[config.mk]
export PLATFORM = sky130hd
export DESIGN_NAME = cache2w_top
export DESIGN_NICKNAME = d
export VERILOG_FILES = /design/src/rtl/cache2w_pkg.sv /design/src/rtl/cache2w_way.sv /design/src/rtl/cache2w_recency.sv /design/src/rtl/cache2w_ctrl.sv /design/src/rtl/cache2w_top.sv
export SDC_FILE = /design/constraint.sdc
export NUM_CORES = 1
export LEC_CHECK = 0
export BUFFER_PORTS_ARGS = -buffer_cell sky130_fd_sc_hd__clkbuf_2
export CAP_MARGIN = 30
export CORE_MARGIN = 2
export CORE_UTILIZATION = 50
export CTS_BUF_LIST = sky130_fd_sc_hd__clkbuf_8
export DETAILED_ROUTE_END_ITERATION = 12
export HOLD_SLACK_MARGIN = 0.06
export PLACE_DENSITY = 0.68
export SETUP_SLACK_MARGIN = 0.02
export SLEW_MARGIN = 0
export SYNTH_ARGS = -nofsm -noshare
export SYNTH_HDL_FRONTEND = slang
export SYNTH_SLANG_ARGS = --single-unit
export TNS_END_PERCENT = 20
[constraint.sdc]
create_clock -name clk -period 10.1 [get_ports clk]
set_input_delay 1.01 -clock clk [delete_from_list [all_inputs] [get_ports clk]]
set_output_delay 1.01 -clock clk [all_outputs]
set_load 0.01 [all_outputs]
[src/rtl/cache2w_pkg.sv]
package cache2w_pkg;

    typedef enum logic [1:0] {
        ST_IDLE  = 2'd0,
        ST_WBACK = 2'd1,
        ST_FILL  = 2'd2,
        ST_RESP  = 2'd3
    } ctl_state_e;

endpackage

[src/rtl/cache2w_way.sv]
module cache2w_way #(
    parameter int SETS   = 4,
    parameter int TAG_W  = 10,
    parameter int LINE_W = 128,
    localparam int IDX_W = $clog2(SETS)
) (
    input  logic              clk,
    input  logic              rst_n,
    input  logic [IDX_W-1:0]  idx,
    input  logic              wr_en,
    input  logic [TAG_W-1:0]  wr_tag,
    input  logic [LINE_W-1:0] wr_line,
    input  logic              wr_dirty,
    output logic              rd_valid,
    output logic              rd_dirty,
    output logic [TAG_W-1:0]  rd_tag,
    output logic [LINE_W-1:0] rd_line
);
    typedef struct packed {
        logic [SETS-1:0] vld;
        logic [SETS-1:0] drt;
    } meta_t;

    meta_t meta_d, meta_q;
    logic [TAG_W-1:0]  tag_q  [SETS];
    logic [LINE_W-1:0] line_q [SETS];

    always_comb begin
        meta_d = meta_q;
        if (wr_en) begin
            meta_d.vld[idx] = 1'b1;
            meta_d.drt[idx] = wr_dirty;
        end
    end

    always_ff @(posedge clk or negedge rst_n) begin
        if (!rst_n) meta_q <= '0;
        else        meta_q <= meta_d;
    end

    always_ff @(posedge clk) begin
        if (wr_en) begin
            tag_q[idx]  <= wr_tag;
            line_q[idx] <= wr_line;
        end
    end

    assign rd_valid = meta_q.vld[idx];
    assign rd_dirty = meta_q.drt[idx];
    assign rd_tag   = tag_q[idx];
    assign rd_line  = line_q[idx];
endmodule

[src/rtl/cache2w_recency.sv]
module cache2w_recency #(
    parameter int SETS   = 4,
    localparam int IDX_W = $clog2(SETS)
) (
    input  logic             clk,
    input  logic             rst_n,
    input  logic [IDX_W-1:0] idx,
    input  logic             upd_en,
    input  logic             used_way,
    output logic             evict_way
);
    logic [SETS-1:0] rec_d, rec_q;

    always_comb begin
        rec_d = rec_q;
        if (upd_en) rec_d[idx] = ~used_way;
    end

    always_ff @(posedge clk or negedge rst_n) begin
        if (!rst_n) rec_q <= '0;
        else        rec_q <= rec_d;
    end

    assign evict_way = rec_q[idx];
endmodule

[src/rtl/cache2w_ctrl.sv]
module cache2w_ctrl
    import cache2w_pkg::*;
(
    input  logic       clk,
    input  logic       rst_n,
    input  logic       cpu_req,
    input  logic       hit,
    input  logic       vict_way,
    input  logic       vict_wb,
    input  logic       mem_ready,
    output ctl_state_e state_o,
    output logic       way_o,
    output logic       done_o,
    output logic       hit_acc_o,
    output logic       fill_o,
    output logic       mem_req_o,
    output logic       mem_we_o
);
    typedef struct packed {
        ctl_state_e st;
        logic       way;
    } ctl_t;

    ctl_t ctl_d, ctl_q;

    always_comb begin
        ctl_d     = ctl_q;
        done_o    = 1'b0;
        hit_acc_o = 1'b0;
        fill_o    = 1'b0;
        mem_req_o = 1'b0;
        mem_we_o  = 1'b0;
        case (ctl_q.st)
            ST_IDLE: begin
                if (cpu_req) begin
                    if (hit) begin
                        done_o    = 1'b1;
                        hit_acc_o = 1'b1;
                    end else begin
                        ctl_d.way = vict_way;
                        ctl_d.st  = vict_wb ? ST_WBACK : ST_FILL;
                    end
                end
            end
            ST_WBACK: begin
                mem_req_o = 1'b1;
                mem_we_o  = 1'b1;
                if (mem_ready) ctl_d.st = ST_FILL;
            end
            ST_FILL: begin
                mem_req_o = 1'b1;
                if (mem_ready) begin
                    fill_o   = 1'b1;
                    ctl_d.st = ST_RESP;
                end
            end
            ST_RESP: begin
                done_o   = 1'b1;
                ctl_d.st = ST_IDLE;
            end
            default: ctl_d.st = ST_IDLE;
        endcase
    end

    always_ff @(posedge clk or negedge rst_n) begin
        if (!rst_n) ctl_q <= '{st: ST_IDLE, way: 1'b0};
        else        ctl_q <= ctl_d;
    end

    assign state_o = ctl_q.st;
    assign way_o   = ctl_q.way;
endmodule

[src/rtl/cache2w_top.sv]
module cache2w_top
    import cache2w_pkg::*;
#(
    parameter int ADDR_W     = 16,
    parameter int DATA_W     = 32,
    parameter int LINE_WORDS = 4,
    parameter int SETS       = 4,
    localparam int WAYS      = 2,
    localparam int BYTE_W    = $clog2(DATA_W / 8),
    localparam int WSEL_W    = $clog2(LINE_WORDS),
    localparam int OFF_W     = BYTE_W + WSEL_W,
    localparam int IDX_W     = $clog2(SETS),
    localparam int TAG_W     = ADDR_W - OFF_W - IDX_W,
    localparam int LINE_W    = DATA_W * LINE_WORDS,
    localparam int LADDR_W   = ADDR_W - OFF_W
) (
    input  logic               clk,
    input  logic               rst_n,
    input  logic               cpu_req,
    input  logic               cpu_we,
    input  logic [ADDR_W-1:0]  cpu_addr,
    input  logic [DATA_W-1:0]  cpu_wdata,
    output logic [DATA_W-1:0]  cpu_rdata,
    output logic               cpu_done,
    output logic               cpu_stall,
    output logic               mem_req,
    output logic               mem_we,
    output logic [LADDR_W-1:0] mem_addr,
    output logic [LINE_W-1:0]  mem_wdata,
    input  logic [LINE_W-1:0]  mem_rdata,
    input  logic               mem_ready
);
    logic [TAG_W-1:0]  a_tag;
    logic [IDX_W-1:0]  a_idx;
    logic [WSEL_W-1:0] a_wsel;
    logic              unused_bytes;

    assign a_tag        = cpu_addr[ADDR_W-1 -: TAG_W];
    assign a_idx        = cpu_addr[OFF_W +: IDX_W];
    assign a_wsel       = cpu_addr[BYTE_W +: WSEL_W];
    assign unused_bytes = ^cpu_addr[BYTE_W-1:0];

    logic [WAYS-1:0]   w_valid, w_dirty, w_match, w_wr;
    logic [TAG_W-1:0]  w_tag  [WAYS];
    logic [LINE_W-1:0] w_line [WAYS];
    logic [LINE_W-1:0] wr_line;
    logic              wr_dirty;

    ctl_state_e st;
    logic       way_q, hit, hit_way, hit_acc, fill;
    logic       rec_way, vict_way, vict_wb;

    for (genvar g = 0; g < WAYS; g++) begin : g_way
        cache2w_way #(
            .SETS  (SETS),
            .TAG_W (TAG_W),
            .LINE_W(LINE_W)
        ) u_way (
            .clk     (clk),
            .rst_n   (rst_n),
            .idx     (a_idx),
            .wr_en   (w_wr[g]),
            .wr_tag  (a_tag),
            .wr_line (wr_line),
            .wr_dirty(wr_dirty),
            .rd_valid(w_valid[g]),
            .rd_dirty(w_dirty[g]),
            .rd_tag  (w_tag[g]),
            .rd_line (w_line[g])
        );
        assign w_match[g] = w_valid[g] && (w_tag[g] == a_tag);
        assign w_wr[g]    = (hit_acc && cpu_we && w_match[g])
                          || (fill && (way_q == 1'(g)));
    end

    assign hit     = |w_match;
    assign hit_way = w_match[1];

    always_comb begin
        if (!w_valid[0])      vict_way = 1'b0;
        else if (!w_valid[1]) vict_way = 1'b1;
        else                  vict_way = rec_way;
        vict_wb = w_valid[vict_way] && w_dirty[vict_way];
    end

    always_comb begin
        wr_line  = fill ? mem_rdata : w_line[hit_way];
        wr_dirty = fill ? cpu_we : 1'b1;
        if (cpu_we) wr_line[int'(a_wsel)*DATA_W +: DATA_W] = cpu_wdata;
    end

    cache2w_recency #(.SETS(SETS)) u_rec (
        .clk      (clk),
        .rst_n    (rst_n),
        .idx      (a_idx),
        .upd_en   (hit_acc || fill),
        .used_way (fill ? way_q : hit_way),
        .evict_way(rec_way)
    );

    cache2w_ctrl u_ctrl (
        .clk      (clk),
        .rst_n    (rst_n),
        .cpu_req  (cpu_req),
        .hit      (hit),
        .vict_way (vict_way),
        .vict_wb  (vict_wb),
        .mem_ready(mem_ready),
        .state_o  (st),
        .way_o    (way_q),
        .done_o   (cpu_done),
        .hit_acc_o(hit_acc),
        .fill_o   (fill),
        .mem_req_o(mem_req),
        .mem_we_o (mem_we)
    );

    assign cpu_stall = cpu_req && !cpu_done;
    assign cpu_rdata = w_line[hit_way][int'(a_wsel)*DATA_W +: DATA_W];
    assign mem_addr  = (st == ST_WBACK) ? {w_tag[way_q], a_idx} : {a_tag, a_idx};
    assign mem_wdata = w_line[way_q];
endmodule

==> results.ini, run 1 <==
[power_and_ir_drop]
sw_frac_of_total = 0.305
p_clk_frac = 0.294
power_density_nw_per_um2 = 218
vdd_drop_max_mv = 0.118
pwr-share-comb = 0.213
total_power_mw = 11.8
p_int_mw = 8.23
p_seq_frac = 0.493
p_leak_nw = 18.4
switchingPower_mw = 3.61

[timing]
fin_crit_sh = 0.686
tns_ps = 0
finalSetupViolCount = 0
finalHoldViolCount = 0
tightest_slew_ps = 1110
finalCriticalPeriod_ps = 6930
max_slew_margin = 0.252
finClkSkew_ps = 24.7
rsz0062_at_grt = no
drv_slew = 0
fmax_mhz = 144

[yosys]
ys_async_sr_fraction = 0.0204
synth-compound-area-share = 0.101
yosys.area.top_type = edfxtp_1
synth.area.mux_share = 0.133
synth_edf_count = 1104
synth_cell_types = 56
synth.top_cells.by_area = edfxtp_1 69%, mux4_2 13%, a21oi_1 2.7%
yosys.area_share.xor_xnor = 0.00309
synth_top_family_by_area = multiplexers
synthSimpleGateAreaFrac = 0.0288
syn-num-nets = 3078
synthAdderAreaFrac = 0.00234
synthCells = 2888
avgSynthCellArea_um2 = 16.7
ys_ff_latch = 1127
synth.top_cell.area_share = 0.688
yosysWarnings = 0
ys.flop_type = edfxtp_1
syn-cell-area_um2 = 48200
ys_seq_area_frac = 0.700

[critical_path]
crit_type = in2out
crit_fanout = 115
cp.arrival_ps = 5920
crit_chain = buf_8 -> buf_4 -> mux2_4 -> a221oi_1 -> a22oi_1 -> and4bb_4 -> and2_4 -> buf_12 -> a211oi_1 -> nor4_2 -> clkbuf_2
cpMaxStageDelayCell = buf_4
cp-start-kind = primary input
slowest_delay_ps = 800
cp_top_family = buffers and inverters
critPathBufInv = 4
worstPathRequired_ps = 9090
end_kind = primary output

[place]
postPlaceCellArea_um2 = 51200
gp_congestion = 0.851
io_buffers = 354
dp_hpwl_mm = 79.3

[run_status]
status = finished clean

[drt]
wirelength_mm = 139
via_per_inst = 6.49
dr.first_iter.drc_count = 3659
drc = 0
vias = 30200
ant_nets = 0
wl_per_cell_um = 29.8
first_pass_iters = 6

[clock_network]
clock_sinks = 1127
insertion_delay_ps = 810
cts_max_level = 4
numCtsBuffers = 169
cts_setup_buffers = 0
clkTransAtPathRegs_ps = 60
cts_resized = 0
cts_tree = built
clockBufferDepth = 3
hold_buffers = 0
root_buffer = clkbuf_8

[layout]
postLayoutCoreUtil = 0.571
nets = 3448
drive_gt1_frac = 0.283
final_cell_mix = 1104 x edfxtp_1, 352 x clkbuf_2, 276 x mux4_2, 256 x o21ai_0, 255 x a21oi_1
area_growth_pct = 12.9
fin_area_um2 = 54400
final_common_cell = edfxtp_1

[global_routing]
antenna_found_initial = 7
overflow = 0
grt_pass1_wl_mm = 199
grt_usage = 0.279
grt_start_max_net_pins = 192
grt_pass1_vias = 29700

[floorplan]
core_area_um2 = 95300
start_util = 0.505
dieArea_um2 = 98800
die_x_um = 314
ios = 357
die_h_um = 314
rows = 113

[min_path]
hold_path_class = in2async

[run]
maxCapViolCount = 0

## area by class of cell
| cell class | count | area (µm²) |
|---|---|---|
| tap | 1265 | 1580 |
| clock inverter | 125 | 702 |
| sequential | 1127 | 33700 |
| timing repair buffer | 410 | 2370 |
| antenna | 4 | 10.0 |
| fill | 7321 | 40900 |
| multi-input combinational | 1414 | 13100 |
| clock buffer | 175 | 2410 |
| inverter | 136 | 510 |
## registers in the layout, indices dropped and copies added, names as in the netlist
signal / flops
g_way.u_way.line_q: 1024
g_way.u_way.meta_q: 16
g_way.u_way.tag_q: 80
u_ctrl.state_o: 2
u_ctrl.way_o: 1
u_rec.rec_q: 4
## layer usage
metal  global-route usage  part of all wire
met5              0.00242           0.00024
met4                0.117             0.040
met3               0.0851              0.13
met2                0.417              0.46
met1                0.384              0.38
## cells in the mapped netlist, types with 3 or more instances
| master | instances |
|---|---|
| dfrtp_1 | 23 |
| mux2i_1 | 16 |
| buf_6 | 6 |
| a211oi_1 | 125 |
| inv_1 | 135 |
| xnor2_1 | 15 |
| mux2_2 | 3 |
| mux4_2 | 276 |
| a22oi_1 | 129 |
| o211ai_1 | 10 |
| nand4_1 | 5 |
| a21oi_1 | 259 |
| buf_2 | 74 |
| nor2_1 | 28 |
| nand2b_1 | 3 |
| o32a_1 | 8 |
| edfxtp_1 | 1104 |
| nand2_1 | 176 |
| nand3_1 | 10 |
| nor4_2 | 24 |
| ha_1 | 9 |
| nor4_1 | 7 |
| buf_4 | 20 |
| o21ai_0 | 256 |
| a31oi_1 | 11 |
| buf_1 | 16 |
| clkbuf_1 | 94 |
| or2_2 | 10 |
## stage by stage
step / setup WS [ps] / hold WS (ps) / cells
after global placement: 3110 / 447 / 4348
after detailed placement: 3160 / 454 / 4349
after CTS: 3150 / 143 / 4649
after floorplan: 828 / 434 / 2888
after global routing: 2950 / 197 / 4655
final: 3170 / 209 / 4656
## power groups by stage
stage               Sequential (mW)  Clock [mW]  Combinational, mW
floorplan                      5.94           0               1.34
CTS                            5.83        3.54               2.48
finish                         5.83        3.48               2.52
global placement               5.90           0               2.40
global route                   5.85        3.73               2.67
detailed placement             5.93           0               2.47
## path summary, 6_finish.rpt
kind	startpoint	end	slack, ps	cells past startpoint
worst max register to register	u_ctrl.way_o	g_way[0].u_way.line_q[3][107]	5470	6
worst min register to register	g_way[1].u_way.meta_q[4]	g_way[1].u_way.meta_q[4]	470	1
max in group asynchronous	rst_n	u_ctrl.way_o	9450	1
worst min-delay path	rst_n	u_ctrl.state_o[0]	210	1
worst max-delay path	cpu_addr[5]	cpu_rdata[14]	3170	11
min in group clk	g_way[1].u_way.meta_q[4]	g_way[1].u_way.meta_q[4]	470	1
## logic make-up (layout without fill, tap and decap cells)
| group | after synthesis | after routing |
|---|---|---|
| muxes | 296 | 296 |
| adders and majority gates | 9 | 9 |
| other | 0 | 4 |
| AOI/OAI and AO/OA | 814 | 814 |
| and+or+nand+nor | 278 | 278 |
| buffers and inverters | 347 | 846 |
| xor gates and xnor gates | 17 | 17 |
| DFF | 1127 | 1127 |
## worst reg2reg max path: cells and delay by family (launching register included)
family | cells | cell delay, ps
buffers and inverters | 3 | 1920
AOI/OAI and AO/OA | 1 | 720
and+or+nand+nor | 2 | 850
DFF | 1 | 420
Note: power is estimated with default switching activity, not from simulation.
==> inputs of run 2 (changes only) <==
--- a/config.mk
+++ b/config.mk
@@ -12,7 +12,7 @@
 export CTS_BUF_LIST = sky130_fd_sc_hd__clkbuf_8
 export DETAILED_ROUTE_END_ITERATION = 12
 export HOLD_SLACK_MARGIN = 0.06
-export PLACE_DENSITY = 0.68
+export PLACE_DENSITY = 0.71
 export SETUP_SLACK_MARGIN = 0.02
 export SLEW_MARGIN = 0
 export SYNTH_ARGS = -nofsm -noshare
==> constraint.sdc (replaced) <==
create_clock -name clk -period 5.7 [get_ports clk]
set_input_delay 0.57 -clock clk [delete_from_list [all_inputs] [get_ports clk]]
set_output_delay 0.57 -clock clk [all_outputs]
set_load 0.01 [all_outputs]
==> results.ini, run 2 (synthesis gave the netlist of run 1 again) <==
[run_status]
status = finished clean

[layout]
area_growth_pct = 14.1
final_common_cell = edfxtp_1
nets = 3473
drive_gt1_frac = 0.289
top_regs = g_way.u_way.line_q: 1024 flops, g_way.u_way.tag_q: 80 flops, g_way.u_way.meta_q: 16 flops
regMostFlops = g_way.u_way.line_q
largest_reg_flops = 1024
n_fill_cell = 7136
final_cell_mix = 1104 x edfxtp_1, 352 x clkbuf_2, 276 x mux4_2, 256 x o21ai_0, 255 x a21oi_1
multi_input_area_um2 = 13100
seq_area_um2 = 33700

[power_and_ir_drop]
power_density_nw_per_um2 = 385
p_clk_frac = 0.299
p_seq_frac = 0.491
sw_frac_of_total = 0.304
vdd_drop_max_mv = 0.219
pwr-share-comb = 0.210
p_int_mw = 14.7
p_leak_nw = 18.6
switchingPower_mw = 6.43
total_power_mw = 21.2

[global_routing]
grt_pass1_wl_mm = 199
grt_usage = 0.278
antenna_found_initial = 8
grt_start_max_net_pins = 131
grt_pass1_vias = 29800
overflow = 0

[floorplan]
rows = 113
die_x_um = 314
start_util = 0.505
ios = 357
die_h_um = 314
core_area_um2 = 95300
dieArea_um2 = 98800

[timing]
tns_ps = 0
finalSetupViolCount = 0
fmax_mhz = 209
fin_crit_sh = 0.841
layout_setup_ws_ps = 909
tightest_slew_ps = 1030
finClkSkew_ps = 42.1
finalHoldViolCount = 0
rsz0062_at_grt = no
finalHoldWorstSlack_ps = 128
finalCriticalPeriod_ps = 4790
max_slew_margin = 0.307
drv_slew = 0

[place]
gp_congestion = 0.859
pre_cts_slack_ps = 845
dp_hpwl_mm = 81.7
io_buffers = 354

[critical_path]
crit_fanout = 37
end_kind = primary output
worstPathRequired_ps = 5130
cp-start-kind = register
cp.arrival_ps = 4220
crit_type = reg2out

[drt]
wirelength_mm = 138
vias = 30400
via_per_inst = 6.48
wl_per_cell_um = 29.5
dr.first_iter.drc_count = 4263
drc = 0
ant_nets = 0
first_pass_iters = 8

[clock_network]
clockBufferDepth = 3
numCtsBuffers = 172
cts_setup_buffers = 0
root_buffer = clkbuf_8
clock_sinks = 1127
clkTransAtPathRegs_ps = 60
cts_tree = built
cts_max_level = 4
insertion_delay_ps = 820

[run]
maxCapViolCount = 0

[min_path]
hold_path_class = in2reg

run 2: cell types whose count changed in the layout (fill, tap and decap cells not counted), moves of 2 or more:
cell / previous run / this run
clkbuf_4: 3 / 1
buf_16: 0 / 4
clkbuf_8: 175 / 182
buf_12: 13 / 28
dlygate4sd3_1: 0 / 4
inv_1: 195 / 176
clkinv_2: 13 / 21
clkinv_1: 39 / 52
run 2: power by group through the flow:
stage	Sequential, mW	Combinational (mW)	Clock, mW
after floorplan	10.5	2.37	0
after global placement	10.5	4.21	0
after detailed placement	10.5	4.35	0
after CTS	10.4	4.36	6.42
after global routing	10.4	4.72	6.76
final	10.4	4.44	6.33
run 2: final timing paths:
path | from | cells after the start | slack (ps) | end
max | g_way[1].u_way.tag_q[3][4] | 9 | 910 | cpu_rdata[1]
min | cpu_addr[13] | 1 | 130 | g_way[1].u_way.tag_q[3][7]
max reg2reg | g_way[1].u_way.tag_q[3][7] | 7 | 1710 | g_way[1].u_way.line_q[2][110]
min reg2reg | g_way[0].u_way.meta_q[6] | 1 | 470 | g_way[0].u_way.meta_q[6]
max in group asynchronous | rst_n | 2 | 4880 | u_ctrl.way_o
min in group asynchronous | rst_n | 2 | 360 | g_way[1].u_way.meta_q[3]
run 2: layout make-up:
cell class | instances | share of cell area
clock buffers | 182 | 0.0456
repair buffers | 432 | 0.0513
inverters | 136 | 0.00929
multi-input cells | 1414 | 0.238
well taps | 1265 | 0.0288
flip-flops and latches | 1127 | 0.614
diodes | 3 | 0.000137
clock inverters | 127 | 0.0131
run 2: worst max-delay path, stage by stage, from the launching register on:
cell      delay (ps)
edfxtp_1         370
mux4_2           500
xor2_1           170
a21oi_1          150
and4bb_4         310
and2_4           460
buf_12           280
a211oi_1         140
nor4_1           730
clkbuf_2         280
run 2: timing repair:
item | 4_1_cts | 5_1_grt
hold endpoints to repair | 41 | 0
hold buffers | 4 | 0
gates resized for setup | 0 | 0
setup endpoints to repair | 0 | 0
run 2: metrics by stage:
step | utilization | std cells | instance area, µm²
2_1_floorplan | - | 2888 | 48200
3_3_place_gp | 0.541 | 4363 | 51500
3_5_place_dp | 0.541 | 4366 | 51600
4_1_cts | 0.575 | 4679 | 54800
5_1_grt | 0.576 | 4685 | 54900
6_report | 0.577 | 4686 | 54900
run 2: routing by layer:
metal	share of wire	vias up	global-route usage
met1	0.37	15200	0.386
met2	0.46	2284	0.413
met4	0.041	6	0.119
met5	0.00025	-	0
li1	-	12500	-
met3	0.13	331	0.0798
